$ cat src/rtl/slice_alu_pkg.sv
package slice_alu_pkg;

    typedef enum logic [2:0] {
        CTL_AND  = 3'b000,
        CTL_OR   = 3'b001,
        CTL_ADD  = 3'b010,
        CTL_RSV3 = 3'b011,
        CTL_RSV4 = 3'b100,
        CTL_RSV5 = 3'b101,
        CTL_SUB  = 3'b110,
        CTL_SLT  = 3'b111
    } alu_ctl_e;

    typedef enum logic [1:0] {
        SEL_AND  = 2'b00,
        SEL_OR   = 2'b01,
        SEL_SUM  = 2'b10,
        SEL_LESS = 2'b11
    } slice_sel_e;

endpackage

$ cat src/rtl/slice_alu_decode.sv
module slice_alu_decode
    import slice_alu_pkg::*;
(
    input  logic [2:0] ctl,
    output logic       bneg,
    output slice_sel_e sel,
    output logic       en
);

    always_comb begin
        bneg = ctl[2];
        sel  = SEL_AND;
        en   = 1'b1;
        unique case (ctl)
            CTL_AND: sel = SEL_AND;
            CTL_OR:  sel = SEL_OR;
            CTL_ADD: sel = SEL_SUM;
            CTL_SUB: sel = SEL_SUM;
            CTL_SLT: sel = SEL_LESS;
            default: begin
                sel = SEL_AND;
                en  = 1'b0;
            end
        endcase
    end

endmodule

$ cat src/rtl/slice_alu_bit.sv
module slice_alu_bit
    import slice_alu_pkg::*;
(
    input  logic       a,
    input  logic       b,
    input  logic       less,
    input  logic       binv,
    input  logic       cin,
    input  slice_sel_e sel,
    input  logic       en,
    output logic       result,
    output logic       sum,
    output logic       cout
);

    logic bx;
    logic pick;

    assign bx   = b ^ binv;
    assign sum  = a ^ bx ^ cin;
    assign cout = (a & bx) | (a & cin) | (bx & cin);

    always_comb begin
        unique case (sel)
            SEL_AND:  pick = a & bx;
            SEL_OR:   pick = a | bx;
            SEL_SUM:  pick = sum;
            SEL_LESS: pick = less;
            default:  pick = 1'b0;
        endcase
    end

    assign result = en & pick;

endmodule

$ cat src/rtl/slice_alu_zero.sv
module slice_alu_zero #(
    parameter int W = 32
) (
    input  logic [W-1:0] word,
    output logic         all_clear
);

    assign all_clear = ~(|word);

endmodule

$ cat src/rtl/slice_alu.sv
module slice_alu
    import slice_alu_pkg::*;
#(
    parameter int W = 32
) (
    input  logic [2:0]   ctl,
    input  logic [W-1:0] opa,
    input  logic [W-1:0] opb,
    output logic [W-1:0] res,
    output logic         zero
);

    localparam int MSB = W - 1;

    logic       bneg;
    slice_sel_e sel;
    logic       en;
    logic [W-1:0] sum_tap;
    logic       sign_fb;
    logic       carry_out;

    slice_alu_decode u_dec (
        .ctl  (ctl),
        .bneg (bneg),
        .sel  (sel),
        .en   (en)
    );

    for (genvar i = 0; i < W; i++) begin : stage
        logic cin_w;
        logic less_w;
        logic cout_w;
        if (i == 0) begin : g_first
            assign cin_w  = bneg;
            assign less_w = sign_fb;
        end else begin : g_rest
            assign cin_w  = stage[i-1].cout_w;
            assign less_w = 1'b0;
        end
        slice_alu_bit u_bit (
            .a      (opa[i]),
            .b      (opb[i]),
            .less   (less_w),
            .binv   (bneg),
            .cin    (cin_w),
            .sel    (sel),
            .en     (en),
            .result (res[i]),
            .sum    (sum_tap[i]),
            .cout   (cout_w)
        );
    end

    assign sign_fb   = sum_tap[MSB];
    assign carry_out = stage[MSB].cout_w;

    slice_alu_zero #(.W(W)) u_zero (
        .word      (res),
        .all_clear (zero)
    );

endmodule

$ cat config.mk
export PLATFORM = sky130hd
export DESIGN_NAME = slice_alu
export DESIGN_NICKNAME = d
export VERILOG_FILES = /design/src/rtl/slice_alu_pkg.sv /design/src/rtl/slice_alu_decode.sv /design/src/rtl/slice_alu_bit.sv /design/src/rtl/slice_alu_zero.sv /design/src/rtl/slice_alu.sv
export SDC_FILE = /design/constraint.sdc
export NUM_CORES = 1
export LEC_CHECK = 0
export BUFFER_PORTS_ARGS = -buffer_cell sky130_fd_sc_hd__buf_2
export CORE_MARGIN = 1.5
export CORE_UTILIZATION = 35
export DETAILED_ROUTE_END_ITERATION = 16
export PLACE_DENSITY_LB_ADDON = 0.25
export SYNTH_ARGS = -nofsm -noshare
export SYNTH_HDL_FRONTEND = slang
export SYNTH_HIERARCHICAL = 1
export SYNTH_SLANG_ARGS = --single-unit
$ cat constraint.sdc
create_clock -name vclk -period 36.7
set_input_delay 7.34 -clock vclk [all_inputs]
set_output_delay 7.34 -clock vclk [all_outputs]
set_load 0.005 [all_outputs]
# After elaboration in Yosys (flattened, before gate mapping)
# Index checks and enable logic that the tools add are counted.
[totals]
register_bits = 0
wordCells = 363
in_bits = 67
out_inout_bits = 33
[op_classes]
eq_ne = 7
n_bitwise = 317
n_reduce_logical = 5
n_mux = 34
[op_table]
columns = ["op", "n"]
rows = [
  ["$pmux W1 S4", 32],
  ["$and A1 B1 Y1", 126],
  ["$xor A1 B1 Y1", 96],
  ["$or A1 B1 Y1", 94],
  ["$reduce_or A32 Y1", 1],
  ["$eq A3 B3 Y1 const B", 2],
  ["$pmux W2 S3", 1],
  ["$reduce_or A5 Y1", 1],
  ["$eq A2 B2 Y1 const B", 2],
  ["$eq A3 B1 Y1 const B", 1],
  ["$eq A3 B2 Y1 const B", 1],
  ["$logic_not A3 Y1", 1],
  ["$eq A2 B1 Y1 const B", 1],
  ["$logic_not A2 Y1", 1],
  ["$reduce_or A2 Y1", 1],
  ["$mux W1", 1],
  ["$not A1 Y1", 1],
]

# Depth between registers and ports, before layout
[logic_depth]
ltp_word = 99
depth_mapped = 103
depth_no_buf = 102

# Modules after synthesis
# The synthesis kept the hierarchy.
[modules_own_cells]
columns = ["module", "seq_area_each_um2", "cells_per_inst", "instances", "area_each_um2"]
rows = [
  ["slice_alu_bit", 0.0, 12, 32, 105.1],
  ["slice_alu_zero", 0.0, 11, 1, 72.6],
  ["slice_alu_decode", 0.0, 7, 1, 48.8],
  ["slice_alu", 0.0, 1, 1, 3.8],
]

# Worst setup path before layout
# OpenSTA, ideal clock, no wires.
[synth_timing]
path_kind = "in2out"
from = "input ctl[2]"
to = "output zero"
path_buffers = 1
stages = 103
t_required_ns = 29.360
slack_ns = 5.332
arrival_ns = 24.028
cell_sequence = "buf_4 -> xor2_1 -> inv_1 -> fa_1 -> inv_1 -> inv_1 -> fa_1 -> inv_1 -> inv_1 -> fa_1 -> inv_1 -> inv_1 -> fa_1 -> inv_1 -> inv_1 -> fa_1 -> inv_1 -> inv_1 -> (+67 left out) -> inv_1 -> inv_1 -> fa_1 -> inv_1 -> inv_1 -> fa_1 -> inv_1 -> inv_1 -> fa_1 -> inv_1 -> inv_1 -> fa_1 -> inv_1 -> mux4_2 -> and2_1 -> nor4_1 -> nand4_1 -> nor2_1"
[synth_via]
elab_chain_len = 99
elab_cells_between_ends = 363
cone_classes = "eq/ne (7); mux (34); bitwise (317); reduce/logical (5)"
[synth_rtl]
columns = ["item", "line", "source"]
rows = [
  ["from (decl)", "slice_alu.sv:6", "input logic [2:0] ctl,"],
  ["$xor A1 B1 Y1", "slice_alu_bit.sv:19", "assign bx = b ^ binv;"],
  ["$and A1 B1 Y1", "slice_alu_bit.sv:21", "assign cout = (a & bx) | (a & cin) | (bx & cin);"],
  ["$or A1 B1 Y1", "slice_alu_bit.sv:21", ""],
  ["$or A1 B1 Y1 *", "slice_alu_bit.sv:21", ""],
  ["named net stage[0].cout_w", "slice_alu.sv:32", "logic cout_w;"],
  ["$and A1 B1 Y1", "slice_alu_bit.sv:21", ""],
  ["$or A1 B1 Y1", "slice_alu_bit.sv:21", ""],
  ["$or A1 B1 Y1 *", "slice_alu_bit.sv:21", ""],
  ["named net stage[1].cout_w", "slice_alu.sv:32", ""],
  ["(+3 left out)", "-", ""],
  ["named net stage[2].cout_w", "slice_alu.sv:32", ""],
  ["(+3 left out)", "-", ""],
  ["named net stage[3].cout_w", "slice_alu.sv:32", ""],
  ["(+3 left out)", "-", ""],
  ["named net stage[4].cout_w", "slice_alu.sv:32", ""],
  ["(+3 left out)", "-", ""],
  ["named net stage[5].cout_w", "slice_alu.sv:32", ""],
  ["(+3 left out)", "-", ""],
  ["named net stage[6].cout_w", "slice_alu.sv:32", ""],
  ["(+3 left out)", "-", ""],
  ["named net stage[7].cout_w", "slice_alu.sv:32", ""],
  ["(+3 left out)", "-", ""],
  ["named net stage[8].cout_w", "slice_alu.sv:32", ""],
  ["(+3 left out)", "-", ""],
  ["named net stage[10].cin_w", "slice_alu.sv:30", "logic cin_w;"],
  ["(+3 left out)", "-", ""],
  ["named net stage[10].cout_w", "slice_alu.sv:32", ""],
  ["(+3 left out)", "-", ""],
  ["named net stage[11].cout_w", "slice_alu.sv:32", ""],
  ["(+3 left out)", "-", ""],
  ["named net stage[12].cout_w", "slice_alu.sv:32", ""],
  ["(+3 left out)", "-", ""],
  ["named net stage[13].cout_w", "slice_alu.sv:32", ""],
  ["(+3 left out)", "-", ""],
  ["named net stage[14].cout_w", "slice_alu.sv:32", ""],
  ["(+3 left out)", "-", ""],
  ["named net stage[15].cout_w", "slice_alu.sv:32", ""],
  ["(+3 left out)", "-", ""],
  ["named net stage[16].cout_w", "slice_alu.sv:32", ""],
  ["(+3 left out)", "-", ""],
  ["named net stage[17].cout_w", "slice_alu.sv:32", ""],
  ["(+3 left out)", "-", ""],
  ["named net stage[18].cout_w", "slice_alu.sv:32", ""],
  ["(+3 left out)", "-", ""],
  ["named net stage[19].cout_w", "slice_alu.sv:32", ""],
  ["(+3 left out)", "-", ""],
  ["named net stage[20].cout_w", "slice_alu.sv:32", ""],
  ["(+3 left out)", "-", ""],
  ["named net stage[21].cout_w", "slice_alu.sv:32", ""],
  ["(+3 left out)", "-", ""],
  ["named net stage[22].cout_w", "slice_alu.sv:32", ""],
  ["(+3 left out)", "-", ""],
  ["named net stage[23].cout_w", "slice_alu.sv:32", ""],
  ["(+3 left out)", "-", ""],
  ["named net stage[24].cout_w", "slice_alu.sv:32", ""],
  ["(+3 left out)", "-", ""],
  ["named net stage[25].cout_w", "slice_alu.sv:32", ""],
  ["(+3 left out)", "-", ""],
  ["named net stage[26].cout_w", "slice_alu.sv:32", ""],
  ["(+3 left out)", "-", ""],
  ["named net stage[27].cout_w", "slice_alu.sv:32", ""],
  ["(+3 left out)", "-", ""],
  ["named net stage[28].cout_w", "slice_alu.sv:32", ""],
  ["(+3 left out)", "-", ""],
  ["named net stage[29].cout_w", "slice_alu.sv:32", ""],
  ["(+3 left out)", "-", ""],
  ["named net stage[30].cout_w", "slice_alu.sv:32", ""],
  ["$xor A1 B1 Y1 *", "slice_alu_bit.sv:20", "assign sum = a ^ bx ^ cin;"],
  ["named net sign_fb", "slice_alu.sv:19", "logic sign_fb;"],
  ["$pmux W1 S4 *", "slice_alu_bit.sv:24", "unique case (sel)"],
  ["$and A1 B1 Y1 *", "slice_alu_bit.sv:33", "assign result = en & pick;"],
  ["named net res[0]", "slice_alu.sv:9", "output logic [W-1:0] res,"],
  ["$reduce_or A32 Y1 *", "slice_alu_zero.sv:8", "assign all_clear = ~(|word);"],
  ["$not A1 Y1 *", "slice_alu_zero.sv:8", ""],
  ["to (decl)", "slice_alu.sv:10", "output logic zero"],
]
# The timed path passes the listed nets; every way through them passes the cells marked *.

# Worst setup path after layout
[layout_timing]
from = "input ctl[2]"
to = "output zero"
[layout_via]
elab_chain_len = 99
elab_cells_between_ends = 363
cone_classes = "eq/ne (7); mux (34); bitwise (317); reduce/logical (5)"
[layout_rtl]
columns = ["item", "line"]
rows = [
  ["$xor A1 B1 Y1", "slice_alu_bit.sv:19"],
  ["$and A1 B1 Y1", "slice_alu_bit.sv:21"],
  ["$or A1 B1 Y1", "slice_alu_bit.sv:21"],
  ["$or A1 B1 Y1 *", "slice_alu_bit.sv:21"],
  ["named net stage[0].cout_w", "slice_alu.sv:32"],
  ["$and A1 B1 Y1", "slice_alu_bit.sv:21"],
  ["$or A1 B1 Y1", "slice_alu_bit.sv:21"],
  ["$or A1 B1 Y1 *", "slice_alu_bit.sv:21"],
  ["named net stage[1].cout_w", "slice_alu.sv:32"],
  ["(+3 left out)", "-"],
  ["named net stage[2].cout_w", "slice_alu.sv:32"],
  ["(+3 left out)", "-"],
  ["named net stage[3].cout_w", "slice_alu.sv:32"],
  ["(+3 left out)", "-"],
  ["named net stage[4].cout_w", "slice_alu.sv:32"],
  ["(+3 left out)", "-"],
  ["named net stage[5].cout_w", "slice_alu.sv:32"],
  ["(+3 left out)", "-"],
  ["named net stage[6].cout_w", "slice_alu.sv:32"],
  ["(+3 left out)", "-"],
  ["named net stage[7].cout_w", "slice_alu.sv:32"],
  ["(+3 left out)", "-"],
  ["named net stage[8].cout_w", "slice_alu.sv:32"],
  ["(+3 left out)", "-"],
  ["named net stage[10].cin_w", "slice_alu.sv:30"],
  ["(+3 left out)", "-"],
  ["named net stage[10].cout_w", "slice_alu.sv:32"],
  ["(+3 left out)", "-"],
  ["named net stage[11].cout_w", "slice_alu.sv:32"],
  ["(+3 left out)", "-"],
  ["named net stage[12].cout_w", "slice_alu.sv:32"],
  ["(+3 left out)", "-"],
  ["named net stage[13].cout_w", "slice_alu.sv:32"],
  ["(+3 left out)", "-"],
  ["named net stage[14].cout_w", "slice_alu.sv:32"],
  ["(+3 left out)", "-"],
  ["named net stage[15].cout_w", "slice_alu.sv:32"],
  ["(+3 left out)", "-"],
  ["named net stage[16].cout_w", "slice_alu.sv:32"],
  ["(+3 left out)", "-"],
  ["named net stage[17].cout_w", "slice_alu.sv:32"],
  ["(+3 left out)", "-"],
  ["named net stage[18].cout_w", "slice_alu.sv:32"],
  ["(+3 left out)", "-"],
  ["named net stage[19].cout_w", "slice_alu.sv:32"],
  ["(+3 left out)", "-"],
  ["named net stage[20].cout_w", "slice_alu.sv:32"],
  ["(+3 left out)", "-"],
  ["named net stage[21].cout_w", "slice_alu.sv:32"],
  ["(+3 left out)", "-"],
  ["named net stage[22].cout_w", "slice_alu.sv:32"],
  ["(+3 left out)", "-"],
  ["named net stage[23].cout_w", "slice_alu.sv:32"],
  ["(+3 left out)", "-"],
  ["named net stage[24].cout_w", "slice_alu.sv:32"],
  ["(+3 left out)", "-"],
  ["named net stage[25].cout_w", "slice_alu.sv:32"],
  ["(+3 left out)", "-"],
  ["named net stage[26].cout_w", "slice_alu.sv:32"],
  ["(+3 left out)", "-"],
  ["named net stage[27].cout_w", "slice_alu.sv:32"],
  ["(+3 left out)", "-"],
  ["named net stage[28].cout_w", "slice_alu.sv:32"],
  ["(+3 left out)", "-"],
  ["named net stage[29].cout_w", "slice_alu.sv:32"],
  ["(+2 left out)", "-"],
  ["$or A1 B1 Y1 *", "slice_alu_bit.sv:21"],
  ["named net stage[30].cout_w", "slice_alu.sv:32"],
  ["$xor A1 B1 Y1 *", "slice_alu_bit.sv:20"],
  ["named net sign_fb", "slice_alu.sv:19"],
  ["$pmux W1 S4", "slice_alu_bit.sv:24"],
  ["$and A1 B1 Y1", "slice_alu_bit.sv:33"],
  ["$reduce_or A32 Y1 *", "slice_alu_zero.sv:8"],
  ["$not A1 Y1 *", "slice_alu_zero.sv:8"],
]
# Marks and branches as above.

==> results.cfg <==
[clock_network]
cts_setup_buffers = 0
hold_buffers = 0
cts_resized = 0

[logic_synthesis]
synth_area_per_cell_um2 = 8.67
synth_cells = 402
synth_area_mm2 = 0.00348
synth_warnings = 6

[critical_path]
worstPathRequired_ns = 29.36
cp-start-kind = primary input
crit_family = adder cells
crit_arrival_ns = 24.87
crit_slowest_cell = fa_1
cp_num_buf_inv = 66
critPathKind = primary input to output port
worstPathMaxFanout = 10
cp-end-kind = output port
critical_path.most_common_cell = inv_1
cp.depth = 104
cpPeakStageDelay_ns = 0.49

[floorplanning]
die_area_mm2 = 0.0106
start_util_pct = 35.8
die_w_um = 103
core_mm2 = 0.00973
chipHeight_um = 103
rows = 36
pin_count = 100

[hold_path]
min_from = opa[23]
worst_hold_path_type = primary input to output port
whs_endpoint = res[23]
hold_depth = 5

[sta]
slew_viol_final = 0
post-route-min-period_ns = 32.21
fin_crit_sh_pct = 87.8
hold_violations = 0
max_clock_freq_mhz = 31.0
finalSetupViolCount = 0
timing.setup.tns_ns = 0
tightest_slew_ns = 1.04
fin_hold_ws_ns = 15.36
rsz0062_at_grt = false
relSlewSlack_pct = 30.8
setup_ws_ns = 4.49

[place]
gp_congestion = 0.779
hpwl_um = 6170
io_buffer_count = 100
pre_cts_slack_ns = 4.24

[drt]
first_iter_violations = 21
vias = 2748
vias_per_cell = 4.12
routed_wl_um = 7340
dr.pass1.iters = 4
final_antenna_net_count = 0
wl_per_cell_um = 11.0
drc = 0

[global_routing]
grt_pass1_vias = 2772
grt_pass1_wl_um = 11900
grt-ovfl-total = 0
grt.total_usage_pct = 14.0
antenna_found_initial = 0
grt_max_degree = 33

[finish]
layout.nets = 699
seq_area_um2 = 0
seq_cells = 0
diodes = 0
area_growth_pct = 23.2
drive_gt1_share_pct = 25.8
clkbuf_count = 0

[power_and_ir_drop]
power_density_mw_per_mm2 = 15.8
leakage_nw = 2.65
power.total_uw = 67.8
ir_drop_v = 0.00000624

[status]
status = finished, final reports clean

[flow_run]
cap_viol_max_count = 0
-- metal layers --
metal / vias up / share of wire (%) / global-route usage (%) / routed length (um)
li1: 1371 / - / - / -
met1: 1313 / 41 / 16.5 / 3030
met2: 64 / 53 / 28.3 / 3850
met3: 0 / 6.1 / 1.97 / 449
met4: 0 / 0 / 0.104 / 0
met5: - / 0 / 0 / 0
-- how the worst max path moves through the flow --
stage,slack (ns),startpoint,to
2_1_floorplan,5.33,ctl[2],zero
3_3_place_gp,4.39,ctl[2],zero
3_5_place_dp,4.24,ctl[2],zero
4_1_cts,4.21,ctl[2],zero
5_1_grt,3.26,ctl[2],zero
6_report,4.49,ctl[2],zero
-- stage by stage --
| stage | cell area, um2 | util [%] | instances |
|---|---|---|---|
| floorplan | 3600 | - | 432 |
| global placement | 4290 | 44.1 | 667 |
| detailed placement | 4290 | 44.1 | 667 |
| CTS | 4290 | 44.1 | 667 |
| global route | 4290 | 44.1 | 667 |
| finish | 4290 | 44.1 | 667 |
-- worst min-delay path, cell delays in order --
cell and delay (ns):
buf_2 0.09, ha_1 0.13, mux4_2 0.21, and2_1 0.14, buf_2 0.11
-- final cells by class --
cell class | instances | area [um2]
Tap cell | 133 | 166
Multi-Input combinational cell | 239 | 2880
Inverter | 192 | 721
Timing Repair Buffer | 103 | 523
Fill cell | 989 | 5440
-- power by group --
group / internal, mW / leakage, nW / switching (mW)
Sequential: 0 / 0 / 0
Clock: 0 / 0 / 0
Combinational: 0.0331 / 2.65 / 0.0347
-- cells in the final DEF, fill, tap and decap left out, types with 2 or more instances in the layout --
| master | n |
|---|---|
| inv_1 | 192 |
| buf_2 | 100 |
| ha_1 | 64 |
| xor2_1 | 32 |
| mux4_2 | 32 |
| and2_1 | 32 |
| fa_1 | 32 |
| conb_1 | 31 |
| nor4_1 | 7 |
| buf_4 | 3 |
| nand4_1 | 2 |
(Power assumes the default switching activity.)
